File: config.mk
export PLATFORM = sky130hd
export DESIGN_NAME = scrub_health_mon
export DESIGN_NICKNAME = d
export VERILOG_FILES = /design/src/rtl/scrub_health_mon.sv
export SDC_FILE = /design/constraint.sdc
export NUM_CORES = 1
export LEC_CHECK = 0
export BUFFER_PORTS_ARGS = -buffer_cell sky130_fd_sc_hd__buf_2
export CAP_MARGIN = 40
export CORE_UTILIZATION = 45
export CTS_CLUSTER_DIAMETER = 40
export DETAILED_ROUTE_END_ITERATION = 6
export PLACE_DENSITY = 0.7
export SLEW_MARGIN = 20
export SYNTH_ARGS = -nofsm -noshare
export SYNTH_HDL_FRONTEND = slang
export SYNTH_SLANG_ARGS = --single-unit
File: constraint.sdc
create_clock -name clk -period 3.4 [get_ports clk]
set_clock_uncertainty 0.1 [all_clocks]
set_input_delay 0.68 -clock clk [delete_from_list [all_inputs] [get_ports clk]]
set_output_delay 0.68 -clock clk [all_outputs]
set_load 0.02 [all_outputs]
File: src/rtl/scrub_health_mon.sv
module scrub_health_mon #(
  parameter int NREG      = 1,
  parameter int ONE_SEC   = 50_000_000,
  parameter int HB_GAP    = 200_000,
  parameter int BOOT_LIMIT = 100_000_000
) (
  input  logic            clk,
  input  logic            rst,
  input  logic            clr,
  input  logic [1:0]      mode,
  input  logic [NREG-1:0] st_init,
  input  logic [NREG-1:0] st_obs,
  input  logic [NREG-1:0] st_corr,
  input  logic [NREG-1:0] st_cls,
  input  logic [NREG-1:0] st_inj,
  input  logic [NREG-1:0] st_ess,
  input  logic [NREG-1:0] st_unc,
  input  logic [NREG-1:0] hb,
  input  logic            crc_err_n,
  output logic            fault,
  output logic [2:0]      fault_cause,
  output logic            mit_stopped
);
  localparam int MAXL = (ONE_SEC > HB_GAP) ? ((ONE_SEC > BOOT_LIMIT) ? ONE_SEC : BOOT_LIMIT)
                                           : ((HB_GAP > BOOT_LIMIT) ? HB_GAP : BOOT_LIMIT);
  localparam int CW = $clog2(MAXL + 1);
  localparam logic [CW-1:0] L_SEC  = CW'(ONE_SEC);
  localparam logic [CW-1:0] L_HB   = CW'(HB_GAP);
  localparam logic [CW-1:0] L_BOOT = CW'(BOOT_LIMIT);

  function automatic logic [CW-1:0] run_nxt(input logic [CW-1:0] c, input logic cond,
                                            input logic [CW-1:0] lim);
    if (!cond) return '0;
    return (c >= lim) ? c : c + 1'b1;
  endfunction

  logic [6:0]      s1 [NREG];
  logic [6:0]      s2 [NREG];
  logic [NREG-1:0] hb1, hb2;
  logic            crc1, crc2;

  logic [NREG-1:0] booted;
  logic [NREG-1:0] tgt_v, crcw_v, halt_v, stop_v, hbt_v, dwt_v;

  wire det_mode  = (mode == 2'd1);
  wire idle_mode = (mode == 2'd2);

  for (genvar r = 0; r < NREG; r++) begin : g_reg
    logic [CW-1:0] hb_c, cor_c, cls_c;
    wire [6:0] v = s2[r];
    wire is_idle = (v == 7'b0000000);
    wire is_obs  = (v == 7'b0000010);
    wire is_det  = (v == 7'b0010010);
    wire is_scan = (v == 7'b0000011);
    wire is_corr = v[2] & ~(v[4] | v[3] | v[1] | v[0]);
    wire is_cls  = v[3] & ~(v[4] | v[2] | v[1] | v[0]);
    wire hb_cond = (is_obs | is_det | is_scan) & ~hb2[r];

    always_ff @(posedge clk) begin
      s1[r] <= {st_unc[r], st_ess[r], st_inj[r], st_cls[r], st_corr[r], st_obs[r], st_init[r]};
      s2[r] <= s1[r];
      if (rst || clr) begin
        hb_c  <= '0;
        cor_c <= '0;
        cls_c <= '0;
      end else begin
        hb_c  <= run_nxt(hb_c, hb_cond, L_HB);
        cor_c <= run_nxt(cor_c, is_corr, L_SEC);
        cls_c <= run_nxt(cls_c, is_cls, L_SEC);
      end
    end

    assign tgt_v[r]  = det_mode ? is_det : (idle_mode ? is_idle : is_obs);
    assign crcw_v[r] = det_mode ? is_det : is_obs;
    assign halt_v[r] = &v;
    assign stop_v[r] = halt_v[r] | (booted[r] & is_idle & ~idle_mode);
    assign hbt_v[r]  = hb_cond && (hb_c == L_HB - 1'b1);
    assign dwt_v[r]  = (is_corr && (cor_c == L_SEC - 1'b1)) ||
                       (is_cls && (cls_c == L_SEC - 1'b1));
  end

  logic [CW-1:0] boot_c, crc_c;
  wire boot_cond = ~&booted;
  wire crc_cond  = ~crc2 & (&crcw_v);

  wire t_halt = |halt_v;
  wire t_boot = boot_cond && (boot_c == L_BOOT - 1'b1);
  wire t_hb   = |hbt_v;
  wire t_dw   = |dwt_v;
  wire t_crc  = crc_cond && (crc_c == L_SEC - 1'b1);
  wire any_t  = t_halt | t_boot | t_hb | t_dw | t_crc;

  wire [2:0] code = t_halt ? 3'd1 : t_boot ? 3'd2 : t_hb ? 3'd3 : t_dw ? 3'd4 : 3'd5;

  always_ff @(posedge clk) begin
    hb1  <= hb;
    hb2  <= hb1;
    crc1 <= crc_err_n;
    crc2 <= crc1;
    if (rst) booted <= '0;
    else     booted <= booted | tgt_v;
    if (rst || clr) begin
      boot_c      <= '0;
      crc_c       <= '0;
      fault       <= 1'b0;
      fault_cause <= 3'd0;
      mit_stopped <= 1'b0;
    end else begin
      boot_c <= run_nxt(boot_c, boot_cond, L_BOOT);
      crc_c  <= run_nxt(crc_c, crc_cond, L_SEC);
      if (!fault && any_t) begin
        fault       <= 1'b1;
        fault_cause <= code;
      end
      if (|stop_v) mit_stopped <= 1'b1;
    end
  end
endmodule

## Yosys cells after proc, flatten, opt, wreduce, memory -nomap -nowiden

Memories as Yosys holds them, arrays and structs flattened.
Index checks and enable logic that the tools add are counted.

- Bits in registers: 145
- Bits in latches: 0
- Bits in writable memories: 14
- Memory bits (read-only): 0
- Input port bits: 14
- Output and inout port bits: 5
- Memories: 2

Memory list:

| name | words | bits a word | rd ports | clocked after memory_dff | wr ports | RTL line | RTL |
|---|---|---|---|---|---|---|---|
| s1 | 1 | 7 | 1 | 0 | 1 | 37 | `logic [6:0] s1 [NREG];` |
| s2 | 1 | 7 | 1 | 0 | 1 | 38 | `logic [6:0] s2 [NREG];` |

- Add/subtract/negate cells: 5
- $mul: 0
- Divide/modulo/power cells: 0
- $lt $le $gt $ge: 5
- Equal/unequal tests: 15
- Shifts and indexed selects: 0
- Multiplexer cells: 32
- Bitwise operators: 25
- Reduce and logical (&&, ||, !) cells: 12

Operator list:

| operator | count |
|---|---|
| $mux 27 | 15 |
| $add 27x1->27 const B | 5 |
| $eq 27x26->1 const B | 3 |
| $ge 27x26->1 const B | 3 |
| $eq 27x18->1 const B | 1 |
| $eq 27x27->1 const B | 1 |
| $ge 27x18->1 const B | 1 |
| $ge 27x27->1 const B | 1 |
| $eq 7x2->1 const B | 2 |
| $mux 1 | 14 |
| $or 1x1->1 | 14 |
| $ne 2x2->1 const B | 5 |
| $mux 3 | 3 |
| $eq 7x5->1 const B | 1 |
| $logic_not 7->1 | 1 |
| $reduce_and 7->1 | 1 |
| $and 1x1->1 | 6 |
| $logic_and 1x1->1 | 6 |
| $not 1->1 | 5 |
| $eq 2x1->1 const B | 1 |
| $eq 2x2->1 const B | 1 |
| $logic_not 1->1 | 2 |
| $logic_or 1x1->1 | 2 |

## Longest topological paths before layout

Gate-level depths: netlist of run 1.

- Depth in word-level cells: 11
- Depth in mapped cells: 8

## Worst setup path before layout of run 1

OpenSTA, ideal clock, no wires.

- Path kind: flip-flop to flip-flop
- Start point: register g_reg[0].cls_c[14]
- End point: register g_reg[0].cls_c[16]
- Setup time: 0.070 ns
- Arrival: 2.007 ns
- Required time: 3.230 ns
- Setup slack: 1.223 ns
- Cell stages (with the launch flop): 8
- Buffers on the path: 1
- Period minus slack after synthesis: 2.177 ns
- Cells stage by stage: dfxtp_1 -> and4_4 -> a311oi_2 -> nor2_2 -> or4_1 -> buf_2 -> or3_1 -> a21oi_1

- Cells in the longest elaborated chain, start to end: 3
- Elaborated cells between the ends (all ways): 5

RTL lines:

| what | RTL line | RTL |
|---|---|---|
| start, declared | 49 | `logic [CW-1:0] hb_c, cor_c, cls_c;` |
| start signal, assigned | 69 | `cls_c <= run_nxt(cls_c, is_cls, L_SEC);` |
| $add 27x1->27 | 34 | `return (c >= lim) ? c : c + 1'b1;` |
| $mux 27 (2 in series) | 34 |  |

Several ways; a longest one is shown, not always the timed one. The select of a mux whose other input is x is not followed.
A chain may end at the register's enable or synchronous reset.

## Worst setup path in the final report of run 1

- Start point: memory s2[0][3]
- End point: register g_reg[0].hb_c[8]

- Cells in the longest elaborated chain, start to end: 8
- Elaborated cells between the ends (all ways): 11

RTL lines:

| what | RTL line | RTL |
|---|---|---|
| start, declared | 38 |  |
| $mem_v2 1x7 * | n/a |  |
| $eq 7x2->1 / $eq 7x5->1 (equally long branches) | 52, 53 |  |
| $or 1x1->1 | 57 | `wire hb_cond = (is_obs \| is_det \| is_scan) & ~hb2[r];` |
| $or 1x1->1 * | 57 |  |
| $and 1x1->1 * | 57 |  |
| $mux 1 * | 33 | `if (!cond) return '0;` |
| $mux 1 * | 62 | `if (rst \|\| clr) begin` |
| $ne 2x2->1 (no line) / $mux 27 (equally long branches) | n/a |  |
| end signal, assigned | 67 | `hb_c <= run_nxt(hb_c, hb_cond, L_HB);` |
| end, declared | 49 |  |

Mark *: on every way between the ends. The rest lies on a longest branch, timed or not. The select of a mux whose other input is x is not followed.

==> impl_metrics.py, run 1 <==
metrics = {
    "run": {
        "max-cap-violations": 0,
    },
    "final_layout": {
        "n_fill_cell": 1434,
        "post_route_cells_drive_above_1_share_pct": 8.70,
        "finish.net_count": 888,
        "multi_input_area_um2": 3810,
        "sequential_cell_area_um2": 3180,
        "synthToLayoutAreaGrowth_pct": 12.7,
        "antenna_cells": 0,
    },
    "synth": {
        "postSynth.asyncResetShare_pct": 0,
        "ys_types": 59,
        "synth_edf_count": 0,
        "synth_sequential_area_ratio_pct": 44.1,
        "mappedNetlistNets": 871,
        "syn-mean-instance-area_um2": 8.53,
        "syn_inst": 847,
        "netlist_area_um2": 7230,
        "ys_seq_elements": 159,
        "synth.yosys.warnings": 0,
        "synth_top_flop_cell": "sky130_fd_sc_hd__dfxtp_1",
    },
    "global_routing": {
        "grt.overflow.total": 0,
        "antenna_found_initial": 0,
        "first_global_vias": 5336,
        "grt_max_degree": 28,
        "global_route_wire_length_before_repair_um": 25100,
        "grt_usage_pct": 18.8,
    },
    "floorplan": {
        "area_of_the_core_um2": 15400,
        "ioPinCount": 19,
        "chipHeight_um": 129,
        "floorplan.die_area_um2": 16600,
        "num_rows": 45,
        "initial_utilization_pct": 46.8,
        "die-width_um": 129,
    },
    "setup_path": {
        "r2r-start": "s2[0][3]",
        "timing.critical_path.slowest_stage_cell": "sky130_fd_sc_hd__nor4_1",
        "reg2regPathDepth": 5,
        "critical_path_peak_fanout": 7,
        "setup.reg_to_reg.worst_slack_ns": 0.86,
        "end_kind": "flip-flop",
        "critical_path.startpoint_type": "flip-flop",
        "r2r_end": "g_reg[0].hb_c[8]",
        "cp.arrival_ns": 2.75,
        "critical_path_class": "reg -> reg",
        "max_stage_delay_ns": 0.58,
        "worstPathRequired_ns": 3.61,
        "critical_path.cell_chain": "nor4_1 -> nand3_1 -> a211oi_1 -> nor3_1 -> a41o_1",
    },
    "routing": {
        "post_drt_via_cell_ratio": 5.39,
        "wirelength_um": 14600,
        "avgRoutedWirePerCell_um": 13.5,
        "drt-initial-drc-count": 479,
        "dr.pass1.iters": 5,
        "detail-route-antenna-nets": 0,
        "post-route-drc-count": 0,
        "num_vias": 5851,
    },
    "power": {
        "power.clock.fraction_pct": 49.6,
        "p_sw_share_pct": 19.6,
        "power.share.sequential_pct": 49.4,
        "power.ir.vdd_worst_uv": 350,
        "power_density_nw_per_um2": 468,
        "switching_power_mw": 0.749,
        "power_leakage_nw": 2.54,
        "combinationalPowerShare_pct": 0.9,
        "cellInternalPower_mw": 3.06,
    },
    "cts": {
        "clk_latency_ns": 0.42,
        "tritoncts": "done",
        "post-cts-setup-buffers": 0,
        "post_cts.resized_instances": 0,
        "cts-htree-levels": 4,
        "clk_pin_slew_ns": 0.06,
        "cts_hold_repair.buffers": 0,
        "clock-sinks": 159,
        "cts_root_cell": "sky130_fd_sc_hd__clkbuf_16",
        "cts_inserted_buffers": 17,
        "clock_path_buffers": 2,
    },
    "timing": {
        "max_slew_margin_pct": 45.7,
        "fin_crit_sh_pct": 74.6,
        "report.final.setup_viol": 0,
        "final_max_tran_viols": 0,
        "min_period_ns": 2.54,
        "timing.hold.ws_ns": 0.226,
        "setup_repair_after_global_routing_missed_its_margin": "false",
        "worst_pin_slew_ns": 0.808,
        "achievable-frequency_mhz": 394,
        "hold_viol_final": 0,
        "finalSetupTns_ns": 0,
    },
    "placed_design": {
        "port_buffers": 18,
        "dp_hpwl_um": 9840,
        "gpl.final_weighted_congestion": 0.829,
    },
    "worst_hold_path": {
        "hold_path.class": "reg -> reg",
        "hold_path_startpoint": "s1[0][6]",
        "min_path_cells": 0,
        "min_delay_worst_endpoint": "s2[0][6]",
    },
    "status": {
        "status": "complete, no violations",
    },
}
==> metrics by stage <==
step	total power, mW	cell area, µm²	cells	setup WS, ns	utilization, %
finish	3.81	8150	1085	0.864	52.8
detailed placement	1.96	7540	1054	0.831	48.9
floorplan	1.94	7230	847	1.22	-
CTS	3.85	8120	1083	0.826	52.6
global placement	1.96	7510	1052	0.866	48.7
global route	3.93	8150	1085	0.575	52.8
==> cells in the mapped netlist, types with 2 or more instances <==
cell                          n  area, µm²
sky130_fd_sc_hd__a21o_1       4       30.0
sky130_fd_sc_hd__a21oi_1     32        160
sky130_fd_sc_hd__a31o_2       3       26.3
sky130_fd_sc_hd__a31oi_1      3       18.8
sky130_fd_sc_hd__a32oi_1      2       17.5
sky130_fd_sc_hd__a41o_1       2       20.0
sky130_fd_sc_hd__a41oi_1      2       17.5
sky130_fd_sc_hd__and2_1      12       75.1
sky130_fd_sc_hd__and3_1      12       75.1
sky130_fd_sc_hd__and4_1       9       78.8
sky130_fd_sc_hd__buf_1        3       11.3
sky130_fd_sc_hd__buf_2        4       20.0
sky130_fd_sc_hd__clkbuf_1    22       82.6
sky130_fd_sc_hd__dfxtp_1    159       3180
sky130_fd_sc_hd__ha_1        10        125
sky130_fd_sc_hd__inv_1       33        124
sky130_fd_sc_hd__nand2_1     57        214
sky130_fd_sc_hd__nand3_1     46        230
sky130_fd_sc_hd__nand3b_1     2       15.0
sky130_fd_sc_hd__nand4_1     38        238
sky130_fd_sc_hd__nand4bb_1    2       22.5
sky130_fd_sc_hd__nor2_1     136        510
sky130_fd_sc_hd__nor2b_1      4       25.0
sky130_fd_sc_hd__nor3_1      42        210
sky130_fd_sc_hd__nor3b_1      3       22.5
sky130_fd_sc_hd__nor4_1      32        200
sky130_fd_sc_hd__nor4_2       4       50.1
sky130_fd_sc_hd__nor4_4       2       42.5
sky130_fd_sc_hd__nor4b_1      2       17.5
sky130_fd_sc_hd__o21a_1       2       15.0
sky130_fd_sc_hd__o21ai_0     16       80.1
sky130_fd_sc_hd__o31ai_1      3       22.5
sky130_fd_sc_hd__o41ai_2      2       32.5
sky130_fd_sc_hd__or2_2        3       18.8
sky130_fd_sc_hd__or3_1       17        106
sky130_fd_sc_hd__or4_1        3       22.5
sky130_fd_sc_hd__xnor2_1     67        587
sky130_fd_sc_hd__xor2_1      31        272
==> state kept, by name (all words and copies together), names as in the netlist <==
| register | cells |
|---|---|
| mit_stopped | 1 |
| g.cls_c | 27 |
| s2 | 7 |
| hb1 | 1 |
| hb2 | 1 |
| crc2 | 1 |
| fault_cause | 3 |
| booted | 1 |
| crc1 | 1 |
| crc_c | 27 |
| fault | 1 |
| boot_c | 27 |
| g.cor_c | 27 |
| s1 | 7 |
| g.hb_c | 27 |
==> per-layer routing <==
layer | vias up | global-route usage (%) | share of wire (%)
li1 | 3000 | - | -
met1 | 2738 | 25.9 | 51
met2 | 100 | 29.1 | 44
met3 | 13 | 4.07 | 3.9
met4 | 0 | 6.16 | 1.1
met5 | - | 0 | 0
==> layout by cell type, fill, tap and decap left out, types with 3 or more instances in the layout <==
| cell type | synthesis | routed |
|---|---|---|
| sky130_fd_sc_hd__nor4_2 | 4 | 4 |
| sky130_fd_sc_hd__a21oi_1 | 32 | 32 |
| sky130_fd_sc_hd__inv_1 | 33 | 33 |
| sky130_fd_sc_hd__or2_2 | 3 | 3 |
| sky130_fd_sc_hd__o31ai_1 | 3 | 3 |
| sky130_fd_sc_hd__nor4_1 | 32 | 32 |
| sky130_fd_sc_hd__nand3_1 | 46 | 46 |
| sky130_fd_sc_hd__ha_1 | 10 | 10 |
| sky130_fd_sc_hd__xnor2_1 | 67 | 67 |
| sky130_fd_sc_hd__nor2b_1 | 4 | 4 |
| sky130_fd_sc_hd__buf_8 | 0 | 4 |
| sky130_fd_sc_hd__nor3b_1 | 3 | 3 |
| sky130_fd_sc_hd__a21o_1 | 4 | 4 |
| sky130_fd_sc_hd__bufinv_16 | 0 | 3 |
| sky130_fd_sc_hd__o21ai_0 | 16 | 16 |
| sky130_fd_sc_hd__and4_1 | 9 | 9 |
| sky130_fd_sc_hd__or3_1 | 17 | 17 |
| sky130_fd_sc_hd__nand4_1 | 38 | 38 |
| sky130_fd_sc_hd__xor2_1 | 31 | 31 |
| sky130_fd_sc_hd__clkinv_2 | 0 | 5 |
| sky130_fd_sc_hd__clkbuf_16 | 0 | 17 |
| sky130_fd_sc_hd__or4_1 | 3 | 3 |
| sky130_fd_sc_hd__and2_1 | 12 | 12 |
| sky130_fd_sc_hd__nand2_1 | 57 | 57 |
| sky130_fd_sc_hd__nor2_1 | 136 | 136 |
| sky130_fd_sc_hd__buf_2 | 4 | 18 |
| sky130_fd_sc_hd__buf_4 | 0 | 5 |
| sky130_fd_sc_hd__a31o_2 | 3 | 3 |
| sky130_fd_sc_hd__and3_1 | 12 | 12 |
| sky130_fd_sc_hd__nor3_1 | 42 | 42 |
| sky130_fd_sc_hd__dfxtp_1 | 159 | 159 |
==> final cells by class <==
type                    instances  area share, %
multi-input cells             626           46.8
clock inverters                 8           1.41
clock buffers                  21           5.65
repair buffers                 27           2.30
well taps                     211           3.24
flip-flops and latches        159           39.1
inverters                      33           1.52
==> worst max-delay path: cells and delay by family, from the launching register on <==
family	cells	cell delay (ns)
DFF	1	0.34
and+or+nand+nor	3	1.18
AOI/OAI and AO/OA	2	0.81
==> worst max-delay path by stage <==
stage | start | end | slack, ns | depth (start not counted)
final | s2[0][3] | g_reg[0].hb_c[8] | 0.86 | 5
after floorplan | g_reg[0].cls_c[14] | g_reg[0].cls_c[16] | 1.22 | 7
after global routing | s2[0][3] | g_reg[0].hb_c[14] | 0.58 | 5
after global placement | clr | g_reg[0].cor_c[1] | 0.87 | 4
after CTS | s2[0][3] | crc_c[20] | 0.83 | 5
after detailed placement | mode[1] | crc_c[20] | 0.83 | 6
==> logic make-up after synthesis <==
group | Yosys count | share of synthesized area, %
AOI/OAI and AO/OA | 81 | 7.46
and+or+nand+nor | 436 | 31.4
buffers and inverters | 62 | 3.29
muxes | 1 | 0.139
adders and majority gates | 10 | 1.73
DFF | 159 | 44.1
xor gates and xnor gates | 98 | 11.9
==> power groups by stage <==
stage,registers [mW],logic (mW),clock network (mW)
2_1_floorplan,1.92,0.0198,0
6_report,1.89,0.0351,1.89
5_1_grt,1.89,0.0392,2.01
3_3_place_gp,1.93,0.0328,0
4_1_cts,1.89,0.0356,1.93
3_5_place_dp,1.93,0.0354,0
Note: power is estimated with default switching activity, not from simulation.
==> inputs of run 2 (changes only) <==
- clock period: 3.4 -> 2.5 ns (I/O delays scaled with it)
==> run 2 against run 1 <==
Against the previous run: sequential share of layout area down 0.57 points; final area up 1.5%; largest power group is now clock; register-to-register slack worse by 0.75 ns; routed wire length down 1.8%; maximum frequency up 6.4%; sequential cell count unchanged; utilization up 0.79 points; total power up 38%; via count down 0.60%; hold slack worse by 0.15 ns; count of clock-buffer cells in the layout unchanged; highest routed layer unchanged.
==> impl_metrics.py, run 2 (synthesized netlist as in run 1, its figures left out) <==
metrics = {
    "placed_design": {
        "dp.cells": 1070,
        "placed_area_um2": 7650,
        "port_buffers": 18,
        "gpl.final_weighted_congestion": 0.834,
        "dp_hpwl_um": 9790,
    },
    "timing": {
        "achievable-frequency_mhz": 420,
        "final_max_tran_viols": 0,
        "fin_crit_sh_pct": 95.3,
        "setup_repair_after_global_routing_missed_its_margin": "false",
        "worst_pin_slew_ns": 0.551,
        "report.final.setup_viol": 0,
        "hold_viol_final": 0,
        "min_period_ns": 2.38,
        "finalSetupTns_ns": 0,
        "max_slew_margin_pct": 63.1,
    },
    "floorplan": {
        "area_of_the_core_um2": 15400,
        "floorplan.die_area_um2": 16600,
        "initial_utilization_pct": 46.8,
        "num_rows": 45,
        "die-width_um": 129,
        "ioPinCount": 19,
        "chipHeight_um": 129,
    },
    "global_routing": {
        "grt_max_degree": 28,
        "grt_usage_pct": 19.0,
        "grt.overflow.total": 0,
        "antenna_found_initial": 0,
        "global_route_wire_length_before_repair_um": 25100,
        "first_global_vias": 5461,
    },
    "routing": {
        "num_vias": 5816,
        "post-route-drc-count": 0,
        "detail-route-antenna-nets": 0,
        "wirelength_um": 14400,
        "avgRoutedWirePerCell_um": 13.0,
        "post_drt_via_cell_ratio": 5.28,
        "dr.pass1.iters": 4,
        "drt-initial-drc-count": 337,
    },
    "worst_hold_path": {
        "hold_path.class": "in -> reg",
    },
    "setup_path": {
        "cp.buffers_inverters": 0,
        "critical_path_class": "reg -> reg",
        "critical_path.cell_chain": "nand3_2 -> or3_1 -> or4_1 -> nor4_4 -> xnor2_1 -> nor2_1",
        "critical_path.top_delay_family": "simple AND/OR/NAND/NOR gates",
        "max_stage_delay_ns": 0.73,
        "end_kind": "flip-flop",
        "cp.arrival_ns": 2.59,
        "worstPathRequired_ns": 2.71,
        "critical_path_peak_fanout": 6,
        "timing.critical_path.slowest_stage_cell": "sky130_fd_sc_hd__or4_1",
        "critical_path.startpoint_type": "flip-flop",
    },
    "cts": {
        "cts_inserted_buffers": 17,
        "cts_hold_repair.buffers": 0,
        "clk_pin_slew_ns": 0.06,
        "clk_latency_ns": 0.42,
        "clock_path_buffers": 2,
        "tritoncts": "done",
        "cts-htree-levels": 4,
        "cts_root_cell": "sky130_fd_sc_hd__clkbuf_16",
        "clock-sinks": 159,
    },
    "final_layout": {
        "sequential_cell_area_um2": 3180,
        "antenna_cells": 0,
        "postLayoutCoreUtil_pct": 53.6,
        "finish.net_count": 902,
        "n_fill_cell": 1431,
        "post_route_cells_drive_above_1_share_pct": 10.7,
        "final-instance-count-excl-fill": 1102,
        "layout_common_cells": "sky130_fd_sc_hd__dfxtp_1 (159), sky130_fd_sc_hd__nor2_1 (136), sky130_fd_sc_hd__xnor2_1 (67)",
        "layout.cells.most_common": "sky130_fd_sc_hd__dfxtp_1",
        "final_design_area_no_fill_um2": 8270,
        "synthToLayoutAreaGrowth_pct": 14.4,
        "multi_input_area_um2": 3820,
    },
    "status": {
        "status": "complete, no violations",
    },
    "run": {
        "max-cap-violations": 0,
    },
    "power": {
        "power.ir.vdd_worst_uv": 512,
        "power_leakage_nw": 2.62,
        "power_density_nw_per_um2": 636,
    },
}
-- run 2: timing repair --
| action | CTS | global route |
|---|---|---|
| endpoints found under the setup margin | 0 | 5 |
| setup buffers | 0 | 0 |
| resized for setup | 0 | 1 |
-- run 2: layout make-up --
cell class / count / share of cell area [%]
Inverter: 33 / 1.50
Sequential cell: 159 / 38.5
Clock inverter: 11 / 1.66
Tap cell: 211 / 3.19
Timing Repair Buffer: 41 / 3.27
Multi-Input combinational cell: 626 / 46.2
Clock buffer: 21 / 5.69
-- run 2: worst paths after layout --
kind | start | to | slack (ns) | cells after the start
hold / removal | st_cls | s1[0][3] | 0.07 | 1
setup / recovery | g_reg[0].cor_c[4] | g_reg[0].cor_c[21] | 0.12 | 6
setup reg to reg | g_reg[0].cor_c[4] | g_reg[0].cor_c[21] | 0.12 | 6
hold reg to reg | hb1 | hb2 | 0.22 | 0
-- run 2: metrics by stage --
| stage | total power, mW | hold slack, ns | worst slack (ns) |
|---|---|---|---|
| floorplan | 2.64 | 0.210 | 0.323 |
| global placement | 2.67 | 0.213 | 0.171 |
| detailed placement | 2.67 | 0.219 | 0.138 |
| CTS | 5.32 | 0.0586 | 0.127 |
| global route | 5.44 | 0.0607 | 0.0109 |
| finish | 5.26 | 0.0746 | 0.117 |
-- run 2: metal layers --
| layer | global-route usage (%) | share of wire [%] |
|---|---|---|
| met1 | 25.7 | 51 |
| met2 | 29.0 | 44 |
| met3 | 4.53 | 4.0 |
| met4 | 7.82 | 1.7 |
| met5 | 0 | 0 |
-- run 2: power breakdown --
part / switching, mW / leakage, nW / internal (mW)
Clock: 1.00 / 0.306 / 1.64
Sequential: 0.0129 / 1.29 / 2.55
Combinational: 0.0275 / 1.03 / 0.0210
